===== src/rtl/tmr_pkg.sv =====
package tmr_pkg;

    // Register word offsets on the bus
    localparam int OFS_CFG    = 0;
    localparam int OFS_AMODE  = 1;
    localparam int OFS_BMODE  = 2;
    localparam int OFS_CTL    = 3;
    localparam int OFS_LOAD   = 4;
    localparam int OFS_COUNT  = 5;
    localparam int OFS_MASK   = 6;
    localparam int OFS_RAW    = 7;
    localparam int OFS_MASKED = 8;
    localparam int OFS_CLEAR  = 9;

    // Control bit positions
    localparam int CTL_EN    = 0;
    localparam int CTL_STALL = 1;
    localparam int CTL_TRGEN = 2;

    // AMODE value selecting periodic operation
    localparam logic [1:0] MODE_PERIODIC = 2'd2;

    typedef enum logic [0:0] {
        ST_IDLE = 1'b0,
        ST_RUN  = 1'b1
    } tmr_state_e;

endpackage


===== src/rtl/tmr_regs.sv =====
module tmr_regs
    import tmr_pkg::*;
#(
    parameter int HALF_W = 16,
    parameter int ADDR_W = 4,
    localparam int DW = 2 * HALF_W
) (
    input  logic              clk,
    input  logic              rst_n,
    input  logic              we,
    input  logic [ADDR_W-1:0] addr,
    input  logic [DW-1:0]     wdata,
    input  logic [DW-1:0]     cnt,
    input  logic              hit,
    input  logic              clr_en,
    output logic              cfg_timer,
    output logic              periodic,
    output logic              en,
    output logic              stall,
    output logic              trgen,
    output logic              load_wr,
    output logic [DW-1:0]     load_val,
    output logic              raw,
    output logic              irq,
    output logic [DW-1:0]     rdata
);

    localparam logic [ADDR_W-1:0] A_CFG    = ADDR_W'(OFS_CFG);
    localparam logic [ADDR_W-1:0] A_AMODE  = ADDR_W'(OFS_AMODE);
    localparam logic [ADDR_W-1:0] A_BMODE  = ADDR_W'(OFS_BMODE);
    localparam logic [ADDR_W-1:0] A_CTL    = ADDR_W'(OFS_CTL);
    localparam logic [ADDR_W-1:0] A_LOAD   = ADDR_W'(OFS_LOAD);
    localparam logic [ADDR_W-1:0] A_COUNT  = ADDR_W'(OFS_COUNT);
    localparam logic [ADDR_W-1:0] A_MASK   = ADDR_W'(OFS_MASK);
    localparam logic [ADDR_W-1:0] A_RAW    = ADDR_W'(OFS_RAW);
    localparam logic [ADDR_W-1:0] A_MASKED = ADDR_W'(OFS_MASKED);
    localparam logic [ADDR_W-1:0] A_CLEAR  = ADDR_W'(OFS_CLEAR);

    logic [2:0]        cfg_q;
    logic [1:0]        amode_q;
    logic [1:0]        bmode_q;
    logic [2:0]        ctl_q;
    logic              mask_q;
    logic              raw_q;
    logic [HALF_W-1:0] half_q [2];

    logic wr_cfg, wr_amode, wr_bmode, wr_ctl, wr_mask, wr_clear;

    assign wr_cfg   = we && (addr == A_CFG);
    assign wr_amode = we && (addr == A_AMODE);
    assign wr_bmode = we && (addr == A_BMODE);
    assign wr_ctl   = we && (addr == A_CTL);
    assign wr_mask  = we && (addr == A_MASK);
    assign wr_clear = we && (addr == A_CLEAR);
    assign load_wr  = we && (addr == A_LOAD);

    // Each load half captures its own slice of a 32-bit load write
    for (genvar h = 0; h < 2; h++) begin : g_half
        always_ff @(posedge clk) begin
            if (!rst_n) begin
                half_q[h] <= '0;
            end else if (load_wr) begin
                half_q[h] <= wdata[h*HALF_W +: HALF_W];
            end
        end
    end

    always_ff @(posedge clk) begin
        if (!rst_n) begin
            cfg_q   <= '0;
            amode_q <= '0;
            bmode_q <= '0;
            ctl_q   <= '0;
            mask_q  <= 1'b0;
            raw_q   <= 1'b0;
        end else begin
            if (wr_cfg)   cfg_q   <= wdata[2:0];
            if (wr_amode) amode_q <= wdata[1:0];
            if (wr_bmode) bmode_q <= wdata[1:0];
            if (wr_mask)  mask_q  <= wdata[0];
            if (wr_ctl)   ctl_q   <= wdata[2:0];
            if (clr_en)   ctl_q[CTL_EN] <= 1'b0;
            // A timeout at the same edge as a clear keeps the bit set
            if (hit) begin
                raw_q <= 1'b1;
            end else if (wr_clear && wdata[0]) begin
                raw_q <= 1'b0;
            end
        end
    end

    assign load_val  = {half_q[1], half_q[0]};
    assign cfg_timer = (cfg_q == 3'd0);
    assign periodic  = (amode_q == MODE_PERIODIC);
    assign en        = ctl_q[CTL_EN];
    assign stall     = ctl_q[CTL_STALL];
    assign trgen     = ctl_q[CTL_TRGEN];
    assign raw       = raw_q;
    assign irq       = raw_q & mask_q;

    always_comb begin
        rdata = '0;
        unique case (addr)
            A_CFG:    rdata[2:0] = cfg_q;
            A_AMODE:  rdata[1:0] = amode_q;
            A_BMODE:  rdata[1:0] = bmode_q;
            A_CTL:    rdata[2:0] = ctl_q;
            A_LOAD:   rdata      = load_val;
            A_COUNT:  rdata      = cnt;
            A_MASK:   rdata[0]   = mask_q;
            A_RAW:    rdata[0]   = raw_q;
            A_MASKED: rdata[0]   = raw_q & mask_q;
            default:  rdata      = '0;
        endcase
    end

endmodule


===== src/rtl/tmr_core.sv =====
module tmr_core
    import tmr_pkg::*;
#(
    parameter int CW = 32
) (
    input  logic          clk,
    input  logic          rst_n,
    input  logic          run_ok,
    input  logic          stall,
    input  logic          periodic,
    input  logic          load_wr,
    input  logic [CW-1:0] load_data,
    input  logic [CW-1:0] load_val,
    output logic [CW-1:0] cnt,
    output logic          hit,
    output logic          clr_en
);

    tmr_state_e state_q, state_d;
    logic [CW-1:0] cnt_q;
    logic          at_zero;
    logic          step;

    assign at_zero = (cnt_q == '0);

    // State register
    always_ff @(posedge clk) begin
        if (!rst_n) begin
            state_q <= ST_IDLE;
        end else begin
            state_q <= state_d;
        end
    end

    // Transitions: start, halt, expire, wrap
    always_comb begin
        state_d = state_q;
        unique case (state_q)
            ST_IDLE: if (run_ok) state_d = ST_RUN;
            ST_RUN: begin
                if (!run_ok) begin
                    state_d = ST_IDLE;
                end else if (!stall && at_zero && !periodic) begin
                    state_d = ST_IDLE;
                end
            end
            default: state_d = ST_IDLE;
        endcase
    end

    // Outputs of the machine
    always_comb begin
        hit    = 1'b0;
        clr_en = 1'b0;
        step   = 1'b0;
        unique case (state_q)
            ST_IDLE: ;
            ST_RUN: begin
                if (run_ok && !stall) begin
                    hit    = at_zero;
                    step   = !at_zero;
                    clr_en = at_zero && !periodic;
                end
            end
            default: ;
        endcase
    end

    always_ff @(posedge clk) begin
        if (!rst_n) begin
            cnt_q <= '0;
        end else if (load_wr) begin
            cnt_q <= load_data;
        end else if (hit) begin
            cnt_q <= load_val;
        end else if (step) begin
            cnt_q <= cnt_q - 1'b1;
        end
    end

    assign cnt = cnt_q;

endmodule


===== src/rtl/gp_timer32.sv =====
module gp_timer32
    import tmr_pkg::*;
#(
    parameter int HALF_W = 16,
    parameter int ADDR_W = 4,
    localparam int DW = 2 * HALF_W
) (
    input  logic              clk,
    input  logic              rst_n,
    input  logic              bus_we,
    input  logic [ADDR_W-1:0] bus_addr,
    input  logic [DW-1:0]     bus_wdata,
    output logic [DW-1:0]     bus_rdata,
    output logic              tmr_irq,
    output logic              tmr_trig
);

    logic [DW-1:0] cnt_w;
    logic [DW-1:0] load_val_w;
    logic          hit_w, clr_en_w;
    logic          cfg_timer_w, periodic_w, en_w, stall_w, trgen_w;
    logic          load_wr_w, raw_w;

    tmr_regs #(
        .HALF_W (HALF_W),
        .ADDR_W (ADDR_W)
    ) u_regs (
        .clk       (clk),
        .rst_n     (rst_n),
        .we        (bus_we),
        .addr      (bus_addr),
        .wdata     (bus_wdata),
        .cnt       (cnt_w),
        .hit       (hit_w),
        .clr_en    (clr_en_w),
        .cfg_timer (cfg_timer_w),
        .periodic  (periodic_w),
        .en        (en_w),
        .stall     (stall_w),
        .trgen     (trgen_w),
        .load_wr   (load_wr_w),
        .load_val  (load_val_w),
        .raw       (raw_w),
        .irq       (tmr_irq),
        .rdata     (bus_rdata)
    );

    tmr_core #(
        .CW (DW)
    ) u_core (
        .clk       (clk),
        .rst_n     (rst_n),
        .run_ok    (en_w && cfg_timer_w),
        .stall     (stall_w),
        .periodic  (periodic_w),
        .load_wr   (load_wr_w),
        .load_data (bus_wdata),
        .load_val  (load_val_w),
        .cnt       (cnt_w),
        .hit       (hit_w),
        .clr_en    (clr_en_w)
    );

    assign tmr_trig = hit_w & trgen_w;

endmodule


===== config.mk =====
export PLATFORM = sky130hd
export DESIGN_NAME = gp_timer32
export DESIGN_NICKNAME = d
export VERILOG_FILES = /design/src/rtl/tmr_pkg.sv /design/src/rtl/tmr_regs.sv /design/src/rtl/tmr_core.sv /design/src/rtl/gp_timer32.sv
export SDC_FILE = /design/constraint.sdc
export NUM_CORES = 1
export LEC_CHECK = 0
export BUFFER_PORTS_ARGS = -buffer_cell sky130_fd_sc_hd__buf_2
export CORE_ASPECT_RATIO = 1.75
export CORE_MARGIN = 4
export CORE_UTILIZATION = 60
export DETAILED_ROUTE_END_ITERATION = 7
export PLACE_DENSITY = 0.81
export SLEW_MARGIN = 10
export SYNTH_ARGS = -nofsm -noshare
export SYNTH_HDL_FRONTEND = slang
export SYNTH_HIERARCHICAL = 1
export SYNTH_SLANG_ARGS = --single-unit

===== constraint.sdc =====
create_clock -name clk -period 3.8 [get_ports clk]
set_input_delay 0.57 -clock clk [delete_from_list [all_inputs] [get_ports clk]]
set_output_delay 0.57 -clock clk [all_outputs]
set_load 0.03 [all_outputs]

==> results.md, run 1 <==
- Post-CTS repair changed the size of 0 cells.
- Summing over every cut layer, the via total after detailed routing is 4,303.
- In this run, distinct cell masters in the synthesized netlist total 67.
- The number of register bits inferred by synthesis is 77.
- The DRC violation count after routing is 0.
- The I/O pin total is 73.
- The total of warnings raised by yosys is 6.
- The most common cell in the synthesized netlist is dfxtp_1.
- The count of nets left with antenna violations after detail routing is 0.
- The kind of end point of the critical path is an output port.
- The global-route total usage across every layer is 30.86%.
- After synthesis, the most frequently instantiated cells are dfxtp_1, and2_1, a22o_1, edfxtp_1, o21ai_0.
- The cell type with the largest total area after synthesis is edfxtp_1.
- Yosys attributes the largest share of cell area to edfxtp_1, dfxtp_1, a22o_1, and2_1, xnor2_1.
- The wire length after detailed routing is 13,280 µm.
- The endpoint arrival time on the critical path is between 2000 and 3000 ps.
- TritonCTS built the clock tree.
- For this configuration, the core starts out at a cell density of ~62%.
- The most common flop cell mapped by yosys is dfxtp_1.
- The post-CTS setup-driven buffer insertion count is 0.
- The post-detailed-route via-to-cell ratio is just under 7.
- After synthesis, the mean cell area works out to 9.494 µm².
- For this design the static power due to leakage is 2.067 nW.
- After synthesis, flip-flops and latches occupy 41.03% of the total area.
- The highest net fanout along the worst path is 8.
- In this run the vertical extent of the chip is 123.0 µm.
- The cell count after synthesis came out at ~480.
- The root cell of the clock tree is clkbuf_16.
- The number of global-route vias before repair came to approximately 4,400.
- The worst setup path is launched from a register.
- The share of the synthesized netlist area taken by xor and xnor gates is under 10%.
- For this design the ratio of total power to cell area is 382.4 nW/µm².
- The share of final-layout standard cells stronger than drive strength 1 is 21.65%.
- The top cell type by area accounts for about a fifth of the synthesized area.
- The filler cell count in the final layout is 563.
- The number of nets handed over by synthesis was 518.
- Counting along the longest clock path gives a buffer depth of 2.
- The total clock sinks is 77.
- After layout, the worst path uses 80.74% of the clock period.
- The run finished with clean final reports.
- The multiplexer share of the synthesized area is 2.785%.
- The first global-routing pass estimated ~21,000 µm of wire.
- Counting the buffers created by CTS gives 9.
- The worst-case clock skew is 8.627 ps.
- The total negative setup slack is 0 ps.
- The critical path required time is 3230 ps.
- Summing all flip-flop and latch instances after layout gives between 1500 and 2000 µm².
- The post-CTS clock slew at the launch and capture registers of the worst setup and hold paths is 50 ps.
- The overall power is 1.990 mW.
- The async set-or-reset flop fraction in the synthesized netlist is 0%.
- In the final routed layout, each cell accounts on average for 21.04 µm.
- Of the total synthesized cell area, the portion taken by full adders, half adders and majority gates is 0.2757%.
- The total count of hold-check failures in the final report was 0.
- The area growth from synthesis to layout is 14.70%.
- The setup path with the least slack is of type reg -> out.
- In this run the tightest slew margin relative to its limit is 29.46%.
- IR analysis of the VDD net gives a maximum drop of 0.3466 mV.
- After Yosys synthesis, and, or, nand and nor cells account for 24.68% of the synthesized area.
- The synthesized-area fraction occupied by ao, oa, aoi and oai cells is 22.22%.
- The congestion estimate from routability-driven global placement came to ~0.91.
- The number of antenna violations at the first check in global routing is 0.
- In this run the cell area of the synthesized design comes to 4538 µm².
- The number of nets at the end of the flow is 580.
- In this run the tool buffered the top-level ports with a little over 70 buffer cells.
- The final count of negative-setup-slack endpoints is 0.
- The first TritonRoute pass finished after 5 iterations.
- The width of the chip is 73.74 µm.
- Counting flops with a built-in enable in the synthesized netlist gives 32.
- The clock reaches the later pin of the worst-skew pair after about 340 ps.
- After synthesis, the largest family of logic cells by area is simple AND/OR/NAND/NOR gates.
- In this run, post-CTS hold repair placed 0 buffers.
- The floorplan step defined a die boundary enclosing 9073 µm².
- The final antenna diode count is 0.
- The number of DRC markers after the initial detailed-route iteration is 533.
- OpenSTA, run right after detailed placement, puts the worst setup slack at 1087 ps.
- Setup repair after global routing left no endpoint under its margin.
- The final critical path time including I/O delays and setup is 3068 ps.
- Summing all multi-input logic gate instances after layout gives between 2000 and 2500 µm².
- The core box area is 7284 µm².
- The level count of the clock H-tree is 3.
- The min-delay analysis places its worst path in the category reg -> reg.
- The achievable clock frequency is 325.9 MHz.
- After global routing the overflow that remains totals 0.
- Across all setup checks in the final design, the least slack found is 731.9 ps.
- Max-cap violations in this run came to 0.
- At the pin with the least slew margin, the transition time is about 1100 ps.
- Row generation in the floorplan step produced 41 rows.
- The final number of max-transition violations is 0.
- The maximum number of pins on one net before global-route repair is 33.
- Detailed placement finished with a half-perimeter wire length of 9060 µm.
==> kinds of logic (layout without fill, tap and decap cells) <==
group,after synthesis,in the layout
fa+ha+maj,1,1
mux,11,11
buf+inv,43,110
compound gates,140,140
simple gates,182,182
flops,77,77
xor+xnor,24,24
==> routing by layer <==
metal / vias to the layer above / GRT usage, % / share of wire (%)
met2: 210 / 52.72 / 52
met3: 59 / 6.265 / 7.0
li1: 1952 / - / -
met4: 0 / 20.63 / 4.9
met5: - / 0 / 0
met1: 2082 / 33.40 / 36
==> registers in the layout, summed over array words and instances (netlist names) <==
| register | cells |
|---|---|
| u_core/cnt | 32 |
| u_regs/amode_q | 2 |
| u_regs/bmode_q | 2 |
| u_regs/half_q | 32 |
| u_regs/mask_q | 1 |
| u_core/state_q | 1 |
| u_regs/cfg_q | 3 |
| u_regs/ctl_q | 3 |
| u_regs/raw | 1 |
==> where the power goes <==
group / internal, mW / leakage (nW) / switching (mW) / total, mW
logic: 0.112 / 1.27 / 0.191 / 0.304
clock network: 0.458 / 0.131 / 0.317 / 0.776
registers: 0.889 / 0.670 / 0.0222 / 0.911
==> worst max-delay path: stages (launching register included) <==
cell      delay (ps)
dfxtp_1          340
inv_1             90
ha_1             240
nor3b_2          400
and3_1           370
nand4_1          180
clkinv_2         200
and2_1           150
buf_2            190
==> layout make-up <==
class                      instances  area share, %
inverter                          10         0.7452
timing repair buffer              84          8.654
clock buffer                      14          4.880
clock inverter                     2         0.1923
multi-input combinational        358          47.69
sequential                        77          35.77
tap                               86          2.067
==> final timing paths <==
path | startpoint | end | slack, ps | cells past startpoint
worst max-delay path | u_core/cnt[0]$_SDFFE_PN0P_ | tmr_trig | 730 | 8
worst min register to register | u_regs/bmode_q[1]$_SDFFE_PN0P_ | u_regs/bmode_q[1]$_SDFFE_PN0P_ | 480 | 2
worst max register to register | u_core/cnt[0]$_SDFFE_PN0P_ | u_core/cnt[19]$_SDFFE_PN0P_ | 1060 | 7
worst min-delay path | u_regs/bmode_q[1]$_SDFFE_PN0P_ | u_regs/bmode_q[1]$_SDFFE_PN0P_ | 480 | 2
==> placed cells by master (no fill, tap or decap), types with 4 or more instances in the layout <==
cell type / netlist / final
buf_2: 11 / 72
dfxtp_1: 45 / 45
and2_1: 38 / 38
a22o_1: 34 / 34
edfxtp_1: 32 / 32
o21ai_0: 26 / 26
nand2_1: 22 / 22
nor2_1: 21 / 21
a22oi_1: 18 / 18
xnor2_1: 18 / 18
nor3_1: 16 / 15
buf_4: 2 / 12
o22ai_1: 11 / 11
nand3_1: 11 / 11
and3_1: 10 / 10
nor4_1: 10 / 10
clkbuf_16: 0 / 9
inv_1: 9 / 9
nor2b_1: 8 / 8
a21oi_1: 7 / 7
mux2i_1: 7 / 7
a21boi_0: 7 / 7
nand4_1: 6 / 6
xor2_1: 6 / 6
o211ai_1: 5 / 5
a31oi_1: 5 / 5
clkbuf_1: 18 / 4
nor3_2: 3 / 4
nand2b_1: 4 / 4
o32ai_1: 4 / 4
nor3b_1: 4 / 4
==> per-stage QoR <==
step	instances	hold WS (ps)	area [µm²]	util [%]
6_report	631	481.2	5205	71.45
5_1_grt	631	524.8	5205	71.45
4_1_cts	631	480.0	5205	71.45
3_5_place_dp	615	472.8	4941	67.83
3_3_place_gp	615	452.6	4941	67.83
2_1_floorplan	478	439.3	4538	-
(Power assumes the default switching activity.)
==> run 2, diff against run 1 <==
--- a/config.mk
+++ b/config.mk
@@ -5,12 +5,13 @@
 export SDC_FILE = /design/constraint.sdc
 export NUM_CORES = 1
 export LEC_CHECK = 0
+export ABC_AREA = 1
 export BUFFER_PORTS_ARGS = -buffer_cell sky130_fd_sc_hd__buf_2
 export CORE_ASPECT_RATIO = 1.75
 export CORE_MARGIN = 4
-export CORE_UTILIZATION = 60
+export CORE_UTILIZATION = 58
 export DETAILED_ROUTE_END_ITERATION = 7
-export PLACE_DENSITY = 0.81
+export PLACE_DENSITY = 0.78
 export SLEW_MARGIN = 10
 export SYNTH_ARGS = -nofsm -noshare
 export SYNTH_HDL_FRONTEND = slang
==> constraint.sdc (replaced) <==
create_clock -name clk -period 3.1 [get_ports clk]
set_input_delay 0.465 -clock clk [delete_from_list [all_inputs] [get_ports clk]]
set_output_delay 0.465 -clock clk [all_outputs]
set_load 0.03 [all_outputs]
==> results.md, run 2 <==
- The arithmetic-cell share of the synthesized area counting full adders, half adders and majority gates was 0.2404% (-0.035 points).
- The worst vdd rail ir drop is 0.3274 mV (-5.5%).
- The area of placed instances is 5615 µm² (+14%).
- The level count of the clock H-tree is 3 (unchanged).
- The number of CTS-inserted buffers is 9 (unchanged).
- The final count of negative-setup-slack endpoints came to 0 (unchanged).
- The average wire length per cell after detail routing is 16.48 µm (-22%).
- The worst max-slew margin expressed relative to the limit is 44.38% (+15 points).
- The global-route total usage across every layer came to 31.30% (+0.44 points).
- The post-CTS clock slew at the launch and capture registers of the worst setup and hold paths is 60 ps (about the same).
- The number of DRC markers after the initial detailed-route iteration is 425 (-20%).
- The number of core rows came to 45 (+9.8%).
- TritonCTS built the clock tree.
- The cell leakage power is 3.058 nW (+48%).
- The number of maximum-capacitance violations was 0 (unchanged).
- The count of nets left with antenna violations after detail routing is 0 (unchanged).
- The total negative setup slack is 0 ps (unchanged).
- The number of distinct library cells after synthesis is 32 (-52%).
- The async set-or-reset flop fraction in the synthesized netlist is 0% (unchanged).
- The worst setup path is of the reg -> out kind.
- The number of instances resized during post-cts repair is 0 (unchanged).
- The achievable clock frequency is between 300 and 400 MHz.
- The number of search-and-repair iterations in the first detailed-routing pass is 5 (unchanged).
- The final number of max-transition violations is 0 (unchanged).
- The core box area is 8727 µm² (+20%).
- The sum of buffers and inverters on the critical path is 5 (+2).
- The end-of-flow core utilization is 67.84% (-3.6 points).
- The total count of hold-check failures in the final report is 0 (unchanged).
- The I/O pin total is 73 (unchanged).
- The area growth from synthesis to layout is 13.75%.
- The post-placement worst setup slack came to 651.1 ps (-435.9 ps).
- The slew at the pin with the worst max-slew slack is 831.3 ps (-226.8 ps).
- The width of the chip came to 79.61 µm (+8.0%).
- The worst-case clock skew is 6.030 ps (-2.597 ps).
- The post-detailed-route via-to-cell ratio is 5.617 (-18%).
- The synthesized cell area is 5205 µm² (+15%).
- The number of antenna violations at the first check in global routing is 1 (+1).
- The kind of start point of the critical path is a register.
- In the layout the commonest cells are nand2_1, nor2_1, inv_1.
- The post-placement cell count is 973 (+58%).
- The root cell of the clock tree is clkbuf_16.
- The design area is 5921 µm² (+14%).
- The kind of end point of the critical path is an output port.
- The post-synthesis average cell area is 6.458 µm² (-32%).
- Setup repair after global routing left no endpoint under its margin.
- The die extent in y is 133.3 µm (+8.4%).
- The hold-fix buffer count after cts came to 0 (unchanged).
- The run finished with clean final reports.
- The final worst-path setup slack was 322.6 ps (-409.4 ps).
- The number of buffers on the longest clock path is 2 (unchanged).
- The DRC violation count after routing is 0 (unchanged).
- The number of enable-type register cells in the synthesized netlist came to 32 (unchanged).
- The library cell used most frequently in the layout, excluding fill and tap cells, is nand2_1.
- The critical path required time is 2630 ps (-600 ps).
- The number of register bits inferred by synthesis is 77 (unchanged).
- The highest net fanout along the worst path is 13 (+5).
- Among cell families on the critical path, the largest total delay comes from simple AND/OR/NAND/NOR gates.
- The initial cell density of the core is 59.64% (-2.7 points).
- The number of input and output port buffers inserted was 72 (unchanged).
- The count of placed standard cells in the final layout, fillers left out came to 988 (+57%).
- The share of final-layout standard cells stronger than drive strength 1 is 15.84% (-5.8 points).
- The fraction of the yosys area taken by sequential cells is 35.77% (-5.3 points).
- The area of the die is 10,610 µm² (+17%).
- The largest incremental delay on the critical path came to 360 ps (-40 ps).
- The multiplexer share of the synthesized area is 0% (-2.8 points).
- Traced cell by cell, the critical path runs through inv_1, ha_1, nand2_2, nor2_4, inv_2, nor2_4, nand3_2, inv_1, nand2_1, inv_1, buf_2.
- The share of the synthesized netlist area taken by xor and xnor gates was 3.702% (-0.93 points).
- For this run, the leading register cell type out of synthesis is dfxtp_1.
- After synthesis, the largest family of logic cells by area is simple AND/OR/NAND/NOR gates.
- The most frequent cell on the critical path is inv_1.
- The total of warnings raised by yosys is 6 (unchanged).
- The tightest hold margin came to 444.2 ps (-37.04 ps).
- The number of nets at the end of the flow came to 907 (+56%).
- The wire length after detailed routing is 16,280 µm (+23%).
- The via count came to 5,550 (+29%).
- The post-CTS setup-driven buffer insertion count is 0 (unchanged).
- The final antenna diode count was 0 (unchanged).
- The routability congestion estimate came to 0.9568 (+4.9%).
- The portion of synthesized cell area occupied by the leading cell type came to 18.46% (-2.7 points).
- The cell type of the slowest stage on the worst timing path is nor2_4.
- The first-pass GRT wire length is 25,620 µm (+21%).
- The fraction of the mapped netlist area in simple logic gates is 42.55% (+18 points).
- The overall power was 2.727 mW (+37%).
- The synthesized-area fraction occupied by ao, oa, aoi and oai cells is 7.163% (-15 points).
- The endpoint arrival time on the critical path is 2310 ps (-190 ps).
- The cell area power density is 460.6 nW/µm² (+20%).
- The number of global-route vias before repair is 5,344 (+23%).
- The smallest clock period supported by the final layout is computed as about 2800 ps.
- In this run the worst hold path is classified as in -> reg.
- The maximum number of pins on one net before global-route repair is 41 (+24%).
- The clock latency reported for the late side of the worst-skew pair is 330 ps (about the same).
- The total clock sinks was 77 (unchanged).
- Of the available clock period, the critical path in the final layout requires 89.59%.
- The synthesized instance count is 806 (+69%).
- The most common cell in the netlist is nand2_1.
- By area the synthesized netlist is led by edfxtp_1, dfxtp_1, nand2_1, nor2_1, inv_1.
- The placed wire-length estimate after detailed placement is 11,450 µm (+26%).
- The cell type with the largest total area after synthesis is edfxtp_1.
- The leftover overflow at the end of global routing is 0 (unchanged).
- The synthesized net count is 846 (+63%).
- By count the netlist is led by nand2_1, nor2_1, inv_1, nand3_1, dfxtp_1.
[run 2: cell type report]
type | instances | area [µm²]
timing repair buffer | 82 | 435.4
inverter | 100 | 375.4
clock buffer | 10 | 229.0
fill | 802 | 2806
clock inverter | 5 | 76.32
sequential | 77 | 1862
multi-input combinational | 597 | 2796
tap | 117 | 146.4
[run 2: kinds of logic (layout without fill, tap and decap cells)]
logic type / after synthesis / in the layout
AOI/OAI and AO/OA: 71 / 71
xor gates and xnor gates: 22 / 22
adders and majority gates: 1 / 1
buffers and inverters: 132 / 197
DFF: 77 / 77
and+or+nand+nor: 503 / 503
[run 2: final timing paths]
check / startpoint / endpoint / slack [ps] / depth (start not counted)
worst max-delay path: u_core/cnt[0]$_SDFFE_PN0P_ / tmr_trig / 320 / 11
worst min-delay path: bus_wdata[10] / u_regs/half_q[0][10]$_SDFFCE_PN0P_ / 440 / 3
worst max register to register: u_core/cnt[0]$_SDFFE_PN0P_ / u_core/cnt[11]$_SDFFE_PN0P_ / 770 / 12
worst min register to register: u_regs/bmode_q[1]$_SDFFE_PN0P_ / u_regs/bmode_q[1]$_SDFFE_PN0P_ / 470 / 2
[run 2: per-layer routing]
metal	global-route usage [%]	vias up	routed length, µm
li1	-	2674	-
met2	57.86	255	8729
met4	16.35	2	705
met1	32.61	2565	5829
met3	5.413	54	1000
met5	0	-	13
[run 2: report_power, final]
part           switching (mW)  internal [mW]
sequential             0.0295           1.09
clock                   0.401          0.696
combinational           0.351          0.158
[run 2: tightest hold or removal path: stages]
cell	delay, ps
buf_2	80
inv_1	30
nor2_1	80
